==> src/rtl/irq_vec_pkg.sv <==
package irq_vec_pkg;
  localparam int unsigned NUM_SRC_D   = 25;
  localparam int unsigned ADDR_W_D    = 14;
  localparam int unsigned MEM_WORDS_D = 16384;
  localparam int unsigned BOOT_MIN_D  = 256;
  localparam int unsigned VEC_WORDS_D = 2;

  // boot start = top of memory minus (minimum size << code)
  function automatic logic [31:0] boot_base(input logic [1:0] sz_code,
                                            input int unsigned mem_words,
                                            input int unsigned boot_min);
    logic [31:0] sz;
    sz = 32'(boot_min) << sz_code;
    return 32'(mem_words) - sz;
  endfunction
endpackage

==> src/rtl/irq_prio_pick.sv <==
module irq_prio_pick #(
  parameter int unsigned N     = 25,
  parameter int unsigned IDX_W = $clog2(N)
) (
  input  logic [N-1:0]     req_i,
  output logic             any_o,
  output logic [N-1:0]     grant_o,
  output logic [IDX_W-1:0] idx_o
);
  logic [N:0] seen;
  assign seen[0] = 1'b0;

  for (genvar g = 0; g < N; g++) begin : g_chain
    assign seen[g+1]  = seen[g] | req_i[g];
    assign grant_o[g] = req_i[g] & ~seen[g];
  end

  assign any_o = seen[N];

  always_comb begin
    idx_o = '0;
    for (int i = 0; i < N; i++) begin
      if (grant_o[i]) idx_o = idx_o | IDX_W'(i);
    end
  end

  always_comb begin
    assert ($onehot0(grant_o));
  end
endmodule

==> src/rtl/irq_vec_calc.sv <==
module irq_vec_calc
  import irq_vec_pkg::*;
#(
  parameter int unsigned NUM_SRC   = NUM_SRC_D,
  parameter int unsigned ADDR_W    = ADDR_W_D,
  parameter int unsigned MEM_WORDS = MEM_WORDS_D,
  parameter int unsigned BOOT_MIN  = BOOT_MIN_D,
  parameter int unsigned VEC_WORDS = VEC_WORDS_D,
  parameter int unsigned SRC_W     = $clog2(NUM_SRC)
) (
  input  logic              is_rst_i,
  input  logic [SRC_W-1:0]  idx_i,
  input  logic              reloc_i,
  input  logic              redir_i,
  input  logic [1:0]        bsz_i,
  output logic [ADDR_W-1:0] addr_o
);
  logic [31:0] base_boot;
  logic [31:0] base;
  logic [31:0] offs;

  always_comb begin
    base_boot = boot_base(bsz_i, MEM_WORDS, BOOT_MIN);
    if (is_rst_i) begin
      base = redir_i ? base_boot : 32'd0;
      offs = 32'd0;
    end else begin
      base = reloc_i ? base_boot : 32'd0;
      offs = (32'(idx_i) + 32'd1) * 32'(VEC_WORDS);
    end
    addr_o = ADDR_W'(base + offs);
  end
endmodule

==> src/rtl/irq_vec_ctrl.sv <==
module irq_vec_ctrl
  import irq_vec_pkg::*;
#(
  parameter int unsigned NUM_SRC   = NUM_SRC_D,
  parameter int unsigned ADDR_W    = ADDR_W_D,
  parameter int unsigned MEM_WORDS = MEM_WORDS_D,
  parameter int unsigned BOOT_MIN  = BOOT_MIN_D,
  parameter int unsigned VEC_WORDS = VEC_WORDS_D
) (
  input  logic               clk_i,
  input  logic               rst_ni,
  input  logic               rst_req_i,
  input  logic [NUM_SRC-1:0] pend_i,
  input  logic               gie_i,
  input  logic               vec_reloc_i,
  input  logic               rst_redir_i,
  input  logic [1:0]         boot_sz_i,
  input  logic               accept_i,
  output logic               take_o,
  output logic [ADDR_W-1:0]  vec_addr_o,
  output logic [NUM_SRC-1:0] ack_o,
  output logic               gie_clr_o
);
  localparam int unsigned SRC_W = $clog2(NUM_SRC);

  logic               any_pend;
  logic [NUM_SRC-1:0] grant;
  logic [SRC_W-1:0]   win_idx;
  logic [ADDR_W-1:0]  next_addr;
  logic               per_ok;
  logic               start;

  logic               take_q;
  logic               is_rst_q;
  logic [NUM_SRC-1:0] grant_q;
  logic [ADDR_W-1:0]  addr_q;

  irq_prio_pick #(.N(NUM_SRC), .IDX_W(SRC_W)) u_pick (
    .req_i   (pend_i),
    .any_o   (any_pend),
    .grant_o (grant),
    .idx_o   (win_idx)
  );

  irq_vec_calc #(
    .NUM_SRC(NUM_SRC), .ADDR_W(ADDR_W), .MEM_WORDS(MEM_WORDS),
    .BOOT_MIN(BOOT_MIN), .VEC_WORDS(VEC_WORDS), .SRC_W(SRC_W)
  ) u_calc (
    .is_rst_i (rst_req_i),
    .idx_i    (win_idx),
    .reloc_i  (vec_reloc_i),
    .redir_i  (rst_redir_i),
    .bsz_i    (boot_sz_i),
    .addr_o   (next_addr)
  );

  assign per_ok = gie_i & any_pend;
  assign start  = ~take_q & (rst_req_i | per_ok);

  always_ff @(posedge clk_i or negedge rst_ni) begin
    if (!rst_ni) begin
      take_q   <= 1'b0;
      is_rst_q <= 1'b0;
      grant_q  <= '0;
      addr_q   <= '0;
    end else if (start) begin
      take_q   <= 1'b1;
      is_rst_q <= rst_req_i;
      grant_q  <= rst_req_i ? '0 : grant;
      addr_q   <= next_addr;
    end else if (take_q && accept_i) begin
      take_q   <= 1'b0;
    end
  end

  logic fire_per;
  assign fire_per   = take_q & accept_i & ~is_rst_q;
  assign take_o     = take_q;
  assign vec_addr_o = addr_q;
  assign ack_o      = fire_per ? grant_q : '0;
  assign gie_clr_o  = fire_per;

  AST_ACK_ONEHOT: assert property (@(posedge clk_i) disable iff (!rst_ni)
    $onehot0(ack_o)) else $error("ack not onehot");
  AST_ACK_ONLY_ON_ACCEPT: assert property (@(posedge clk_i) disable iff (!rst_ni)
    (|ack_o) |-> (take_o && accept_i && gie_clr_o)) else $error("stray ack");
  AST_HOLD_VEC: assert property (@(posedge clk_i) disable iff (!rst_ni)
    (take_o && !accept_i) |=> (take_o && $stable(vec_addr_o))) else $error("vector moved");
  AST_MASKED_IDLE: assert property (@(posedge clk_i) disable iff (!rst_ni)
    (!take_o && !gie_i && !rst_req_i) |=> !take_o) else $error("masked take");
  AST_RST_TAKEN: assert property (@(posedge clk_i) disable iff (!rst_ni)
    (!take_o && rst_req_i) |=> (take_o && is_rst_q)) else $error("reset lost");
  AST_DROP_AFTER_ACCEPT: assert property (@(posedge clk_i) disable iff (!rst_ni)
    (take_o && accept_i) |=> !take_o) else $error("take stuck");
  AST_EVEN_VEC: assert property (@(posedge clk_i) disable iff (!rst_ni)
    take_o |-> !vec_addr_o[0]) else $error("odd vector");
endmodule

==> config.mk <==
export PLATFORM = sky130hd
export DESIGN_NAME = irq_vec_ctrl
export DESIGN_NICKNAME = d
export VERILOG_FILES = /design/src/rtl/irq_vec_pkg.sv /design/src/rtl/irq_prio_pick.sv /design/src/rtl/irq_vec_calc.sv /design/src/rtl/irq_vec_ctrl.sv
export SDC_FILE = /design/constraint.sdc
export NUM_CORES = 1
export LEC_CHECK = 0
export BUFFER_PORTS_ARGS = -buffer_cell sky130_fd_sc_hd__buf_2
export CAP_MARGIN = 20
export CORE_UTILIZATION = 35
export CTS_CLUSTER_SIZE = 28
export DETAILED_ROUTE_END_ITERATION = 12
export GPL_TIMING_DRIVEN = 1
export SYNTH_ARGS = -nofsm -noshare
export SYNTH_HDL_FRONTEND = slang
export SYNTH_SLANG_ARGS = --single-unit
==> constraint.sdc <==
create_clock -name clk_i -period 1.7 [get_ports clk_i]
set_clock_uncertainty 0.15 [all_clocks]
set_input_delay 0.17 -clock clk_i [delete_from_list [all_inputs] [get_ports clk_i]]
set_output_delay 0.17 -clock clk_i [all_outputs]
set_load 0.05 [all_outputs]
# Word-level counts from Yosys, hierarchy flattened
# Cells that the tools add are included.
[word_totals]
regBits = 41
out_inout_bits = 41
input_bits = 34
elab_cells = 122
[op_classes]
shifts = 1
bitwise_logic = 79
add_sub_neg = 3
muxes = 33
n_reduce_logical = 2
[op_table]
columns = ["operator", "n"]
rows = [
  ["2-to-1 mux 25 bit", 2],
  ["2-to-1 mux 5 bit", 9],
  ["2-to-1 mux 14 bit", 3],
  ["2-to-1 mux 4 bit", 8],
  ["AND 1 bit", 28],
  ["NOT 1 bit", 26],
  ["OR 1 bit", 25],
  ["adder 14 bit", 1],
  ["left shift 9 x 2 -> 14 bit (first input constant)", 1],
  ["subtractor 1 x 14 -> 14 bit (first input constant)", 1],
  ["2-to-1 mux 3 bit", 4],
  ["2-to-1 mux 7 bit", 1],
  ["adder 5 x 1 -> 6 bit (second input constant)", 1],
  ["2-to-1 mux 1 bit", 4],
  ["2-to-1 mux 2 bit", 2],
  ["nonzero test 2 bit", 1],
  ["logical AND 1 bit", 1],
]

# Logic depth before layout (Yosys ltp)
[logic_depth]
word_depth = 29
ltp_mapped = 9
ltp_nobuf = 7

# Hierarchy
# From an unflattened synthesis, not the netlist that was laid out.
[unflattened]
hier_cells = 245
area_unflattened_um2 = 2463.6
[by_module_without_submodules]
columns = ["mod", "seq_area_each_um2", "cells_each", "n_inst", "area_each_um2"]
rows = [
  ["irq_vec_ctrl", 1026.0, 129, 1, 1719.1],
  ["irq_prio_pick", 0.0, 90, 1, 543.0],
  ["irq_vec_calc", 0.0, 26, 1, 201.4],
]

# Worst setup path before layout
# OpenSTA, ideal clock, no wires.
[synth_path]
path_type = "register to output"
start = "reg take_q (netlist: take_o)"
end = "out ack_o[15]"
t_required_ps = 1380
path_stages_with_launch = 5
arrival_ps = 2123
n_path_buf = 1
path_slack_ps = -743
cell_sequence = "dfrtp_1 nand2_1 nor2_1 clkbuf_1 and2_1"
[synth_between]
elab_chain_cells = 3
[synth_lines]
columns = ["element", "line_no", "text"]
rows = [
  ["from (decl)", "irq_vec_ctrl.sv:33", "logic take_q;"],
  ["from (signal assigned)", "irq_vec_ctrl.sv:62", "take_q <= 1'b0;"],
  ["from (signal assigned)", "irq_vec_ctrl.sv:67", "take_q <= 1'b1;"],
  ["from (signal assigned)", "irq_vec_ctrl.sv:72", "take_q <= 1'b0;"],
  ["AND 1 bit (2 in a row)", "irq_vec_ctrl.sv:77", "assign fire_per = take_q & accept_i & ~is_rst_q;"],
  ["net gie_clr_o", "irq_vec_ctrl.sv:22", "output logic gie_clr_o"],
  ["2-to-1 mux 25 bit", "irq_vec_ctrl.sv:80", "assign ack_o = fire_per ? grant_q : '0;"],
  ["to (decl)", "irq_vec_ctrl.sv:21", "output logic [NUM_SRC-1:0] ack_o,"],
]
# The timed path passes the listed nets, and every way through them passes these cells.

# Worst setup path after layout
[layout_path]
start = "in pend_i[0]"
end = "reg is_rst_q"
[layout_between]
elab_chain_cells = 27
[layout_lines]
columns = ["element", "line_no", "text"]
rows = [
  ["from (decl)", "irq_vec_ctrl.sv:13", "input logic [NUM_SRC-1:0] pend_i,"],
  ["OR 1 bit (24 in a row)", "irq_prio_pick.sv:14", "assign seen[g+1] = seen[g] | req_i[g];"],
  ["AND 1 bit", "irq_vec_ctrl.sv:57", "assign per_ok = gie_i & any_pend;"],
  ["OR 1 bit", "irq_vec_ctrl.sv:58", "assign start = ~take_q & (rst_req_i | per_ok);"],
  ["AND 1 bit", "irq_vec_ctrl.sv:58", ""],
  ["to (signal assigned)", "irq_vec_ctrl.sv:68", "is_rst_q <= rst_req_i;"],
  ["to (decl)", "irq_vec_ctrl.sv:34", "logic is_rst_q;"],
]
# Every way passes these cells.
# A chain may end at the register's enable or synchronous reset.

==> flow_summary.json <==
{
  "rows": 28,
  "ys.flop_type": "dfrtp_1",
  "drc": 0,
  "layout.nets": 424,
  "synth.distinct_cells": 53,
  "arrival_ns": 1.79,
  "critical-path-max-stage-delay_ns": 0.39,
  "ant_nets": 0,
  "tritoncts": "built",
  "tns_ns": -1.08,
  "syn-cell-area_um2": 2220,
  "worstHoldPathCells": 3,
  "place_hpwl_um": 4960,
  "dieWidth_um": 81.7,
  "fill_cells": 532,
  "required_ns": 1.73,
  "p_per_area_nw_per_um2": 632,
  "multi_input_area_um2": 1420,
  "gp_congestion": 0.873,
  "synth_common_cells": "38 x nand2_1, 37 x dfrtp_1, 30 x and2_1",
  "status": "finished with violations",
  "io_pins": 75,
  "antennaDiodeCount": 0,
  "ys_warn_count": 0,
  "ff_latch_area_um2": 927,
  "syn_avg_cell_area_um2": 8.76,
  "post_drt_wl_per_cell_um": 14.6,
  "antenna_found_initial": 0,
  "power_mw": 2.41,
  "top_usage_layer": "met2",
  "startpoint_type": "input pin",
  "grt_pass1_vias": 2236,
  "areaGrowthSynthToFinish_pct": 71.7,
  "drive_above_1_share": 0.582,
  "initial_core_util": 0.369,
  "core-area_um2": 6030,
  "cts-root-buf": "clkbuf_8",
  "timing.final.crit_share": 1.04,
  "end_kind": "register",
  "cts_buffers": 5,
  "power.leakage_nw": 1.81,
  "path_max_fanout": 8,
  "finalSetupViolCount": 24,
  "cts.sinks": 37,
  "clkSlewWorstSetupHoldPaths_ns": 0.07,
  "ys_ff_latch": 37,
  "slowest_stage": "or3_4",
  "hold_path_class": "input pin to register",
  "rr_worst_depth": 5,
  "clock_path_buffers": 2,
  "peakVddDrop_v": 0.000389,
  "grt_pass1_wl_um": 10500,
  "grt_use_total": 0.211,
  "hold_viol": 0,
  "yosysMostFrequentCell": "nand2_1",
  "drt_iter0_drc": 75,
  "synth-edff-count": 0,
  "synth_area_leaders": "dfrtp_1 42%, and2_1 8.4%, nand2_1 6.4%",
  "slew_viol_final": 0,
  "drv_cap": 0,
  "yosys.area.top_type": "dfrtp_1",
  "timing.fmax_mhz": 567,
  "fin_crit_ns": 1.76,
  "grt_max_degree": 26,
  "grt-ovfl-total": 0,
  "r2r_end": "grant_q[20]$_DFFE_PN0P_",
  "ff2ff_setup_slack_ns": 0.07,
  "dr.pass1.iters": 5,
  "path_cells": "buf_8 -> or3_4 -> nor3_4 -> and3_4 -> a21o_4 -> buf_12 -> mux2_4",
  "yosysTopAreaCellShare": 0.416,
  "die_h_um": 81.7,
  "htree_levels": 2,
  "timing.rr.start": "take_o$_DFFE_PN0P_",
  "postLayoutCoreUtil": 0.634,
  "route.vias.total": 2391,
  "ys_async_sr_fraction": 1.00,
  "crit_path_start": "pend_i[0]",
  "syn_inst": 254,
  "clock_latency_ns": 0.29,
  "crit_path_end": "is_rst_q$_DFFE_PN0P_",
  "ys_seq_area_frac": 0.416,
  "fin_ws_ns": -0.0636,
  "violations": "setup timing",
  "io_buffer_count": 72,
  "vias_per_cell": 5.14,
  "grt_setup_unrepaired": "true",
  "worstSetupPathType": "input pin to register",
  "grt_use_met3": 0.0333,
  "grt_util_met2": 0.351,
  "wl_um": 6810,
  "dieArea_um2": 6680,
  "met1_usage": 0.284
}
## worst min path at each step
stage | startpoint | endpoint
floorplan | rst_ni | grant_q[0]$_DFFE_PN0P_
global placement | rst_ni | grant_q[20]$_DFFE_PN0P_
detailed placement | rst_ni | grant_q[20]$_DFFE_PN0P_
CTS | pend_i[13] | grant_q[13]$_DFFE_PN0P_
global route | gie_i | take_o$_DFFE_PN0P_
finish | gie_i | take_o$_DFFE_PN0P_
## report_power, final
group          total (mW)  internal [mW]  switching (mW)
combinational       0.835          0.329           0.507
clock               0.601          0.284           0.317
sequential          0.976          0.936          0.0398
## cells in the final DEF, fill, tap and decap left out, types with 3 or more instances in the layout
master and count:
a21oi_1 7, and2_1 5, and2_2 13, and2_4 12
buf_12 6, buf_2 41, buf_4 54, buf_6 21
buf_8 15, clkbuf_8 5, dfrtp_1 36, dlygate4sd3_1 4
inv_1 7, nand2_1 25, nand2_2 12, nand2b_1 7
nand3_1 8, nor2_1 17, nor3_1 3, nor3_4 3
nor4_1 3, nor4_2 3, o21ai_1 10, o21ai_2 8
o31ai_1 5, o31ai_2 3, o41ai_2 3
## final cells by class
type | instances | area share
clock buffers | 6 | 0.0190
clock inverters | 2 | 0.00262
inverters | 8 | 0.00786
multi-input cells | 194 | 0.372
flip-flops and latches | 37 | 0.243
well taps | 75 | 0.0246
repair buffers | 143 | 0.331
## through the flow
step,hold slack [ns],cell area (µm²),instances,worst slack [ns]
finish,0.0158,3820,465,-0.0636
global route,0.0241,3820,465,-0.143
CTS,0.0158,3530,457,-0.0887
detailed placement,-0.0200,3140,441,-0.442
global placement,-0.0174,3140,441,-0.383
floorplan,-0.276,2360,255,-0.327
## logic make-up after synthesis
family | after synthesis | share of synthesized area
AOI/OAI and AO/OA | 60 | 0.191
other | 1 | 0.00169
DFF | 37 | 0.416
adders and majority gates | 1 | 0.00562
muxes | 2 | 0.00956
buffers and inverters | 24 | 0.0613
and+or+nand+nor | 128 | 0.311
xor gates and xnor gates | 1 | 0.00394
## state kept, by name, summed over array words and instances, names as in the netlist
| name | flops |
|---|---|
| is_rst_q | 1 |
| vec_addr_o | 10 |
| grant_q | 25 |
| take_o | 1 |
## worst max-delay path, delay by kind of cell
family          cells  cell delay [ns]
compound gates      1             0.17
buf+inv             2             0.24
mux                 1             0.30
simple gates        3             0.91
## what timing repair did
action,CTS,global route
endpoints found under the setup margin,59,58
pin swaps,10,19
gates cloned,0,1
endpoints found under the hold margin,19,0
gates resized for setup,72,58
buffers inserted,4,7
hold buffers,4,0
## routing by layer
| layer | routed length, µm | vias up |
|---|---|---|
| met2 | 3370 | 66 |
| met4 | 63 | 0 |
| met1 | 3120 | 1150 |
| met5 | 0 | - |
| met3 | 263 | 5 |
| li1 | - | 1170 |
No activity file was read; power rests on OpenSTA's default activity.
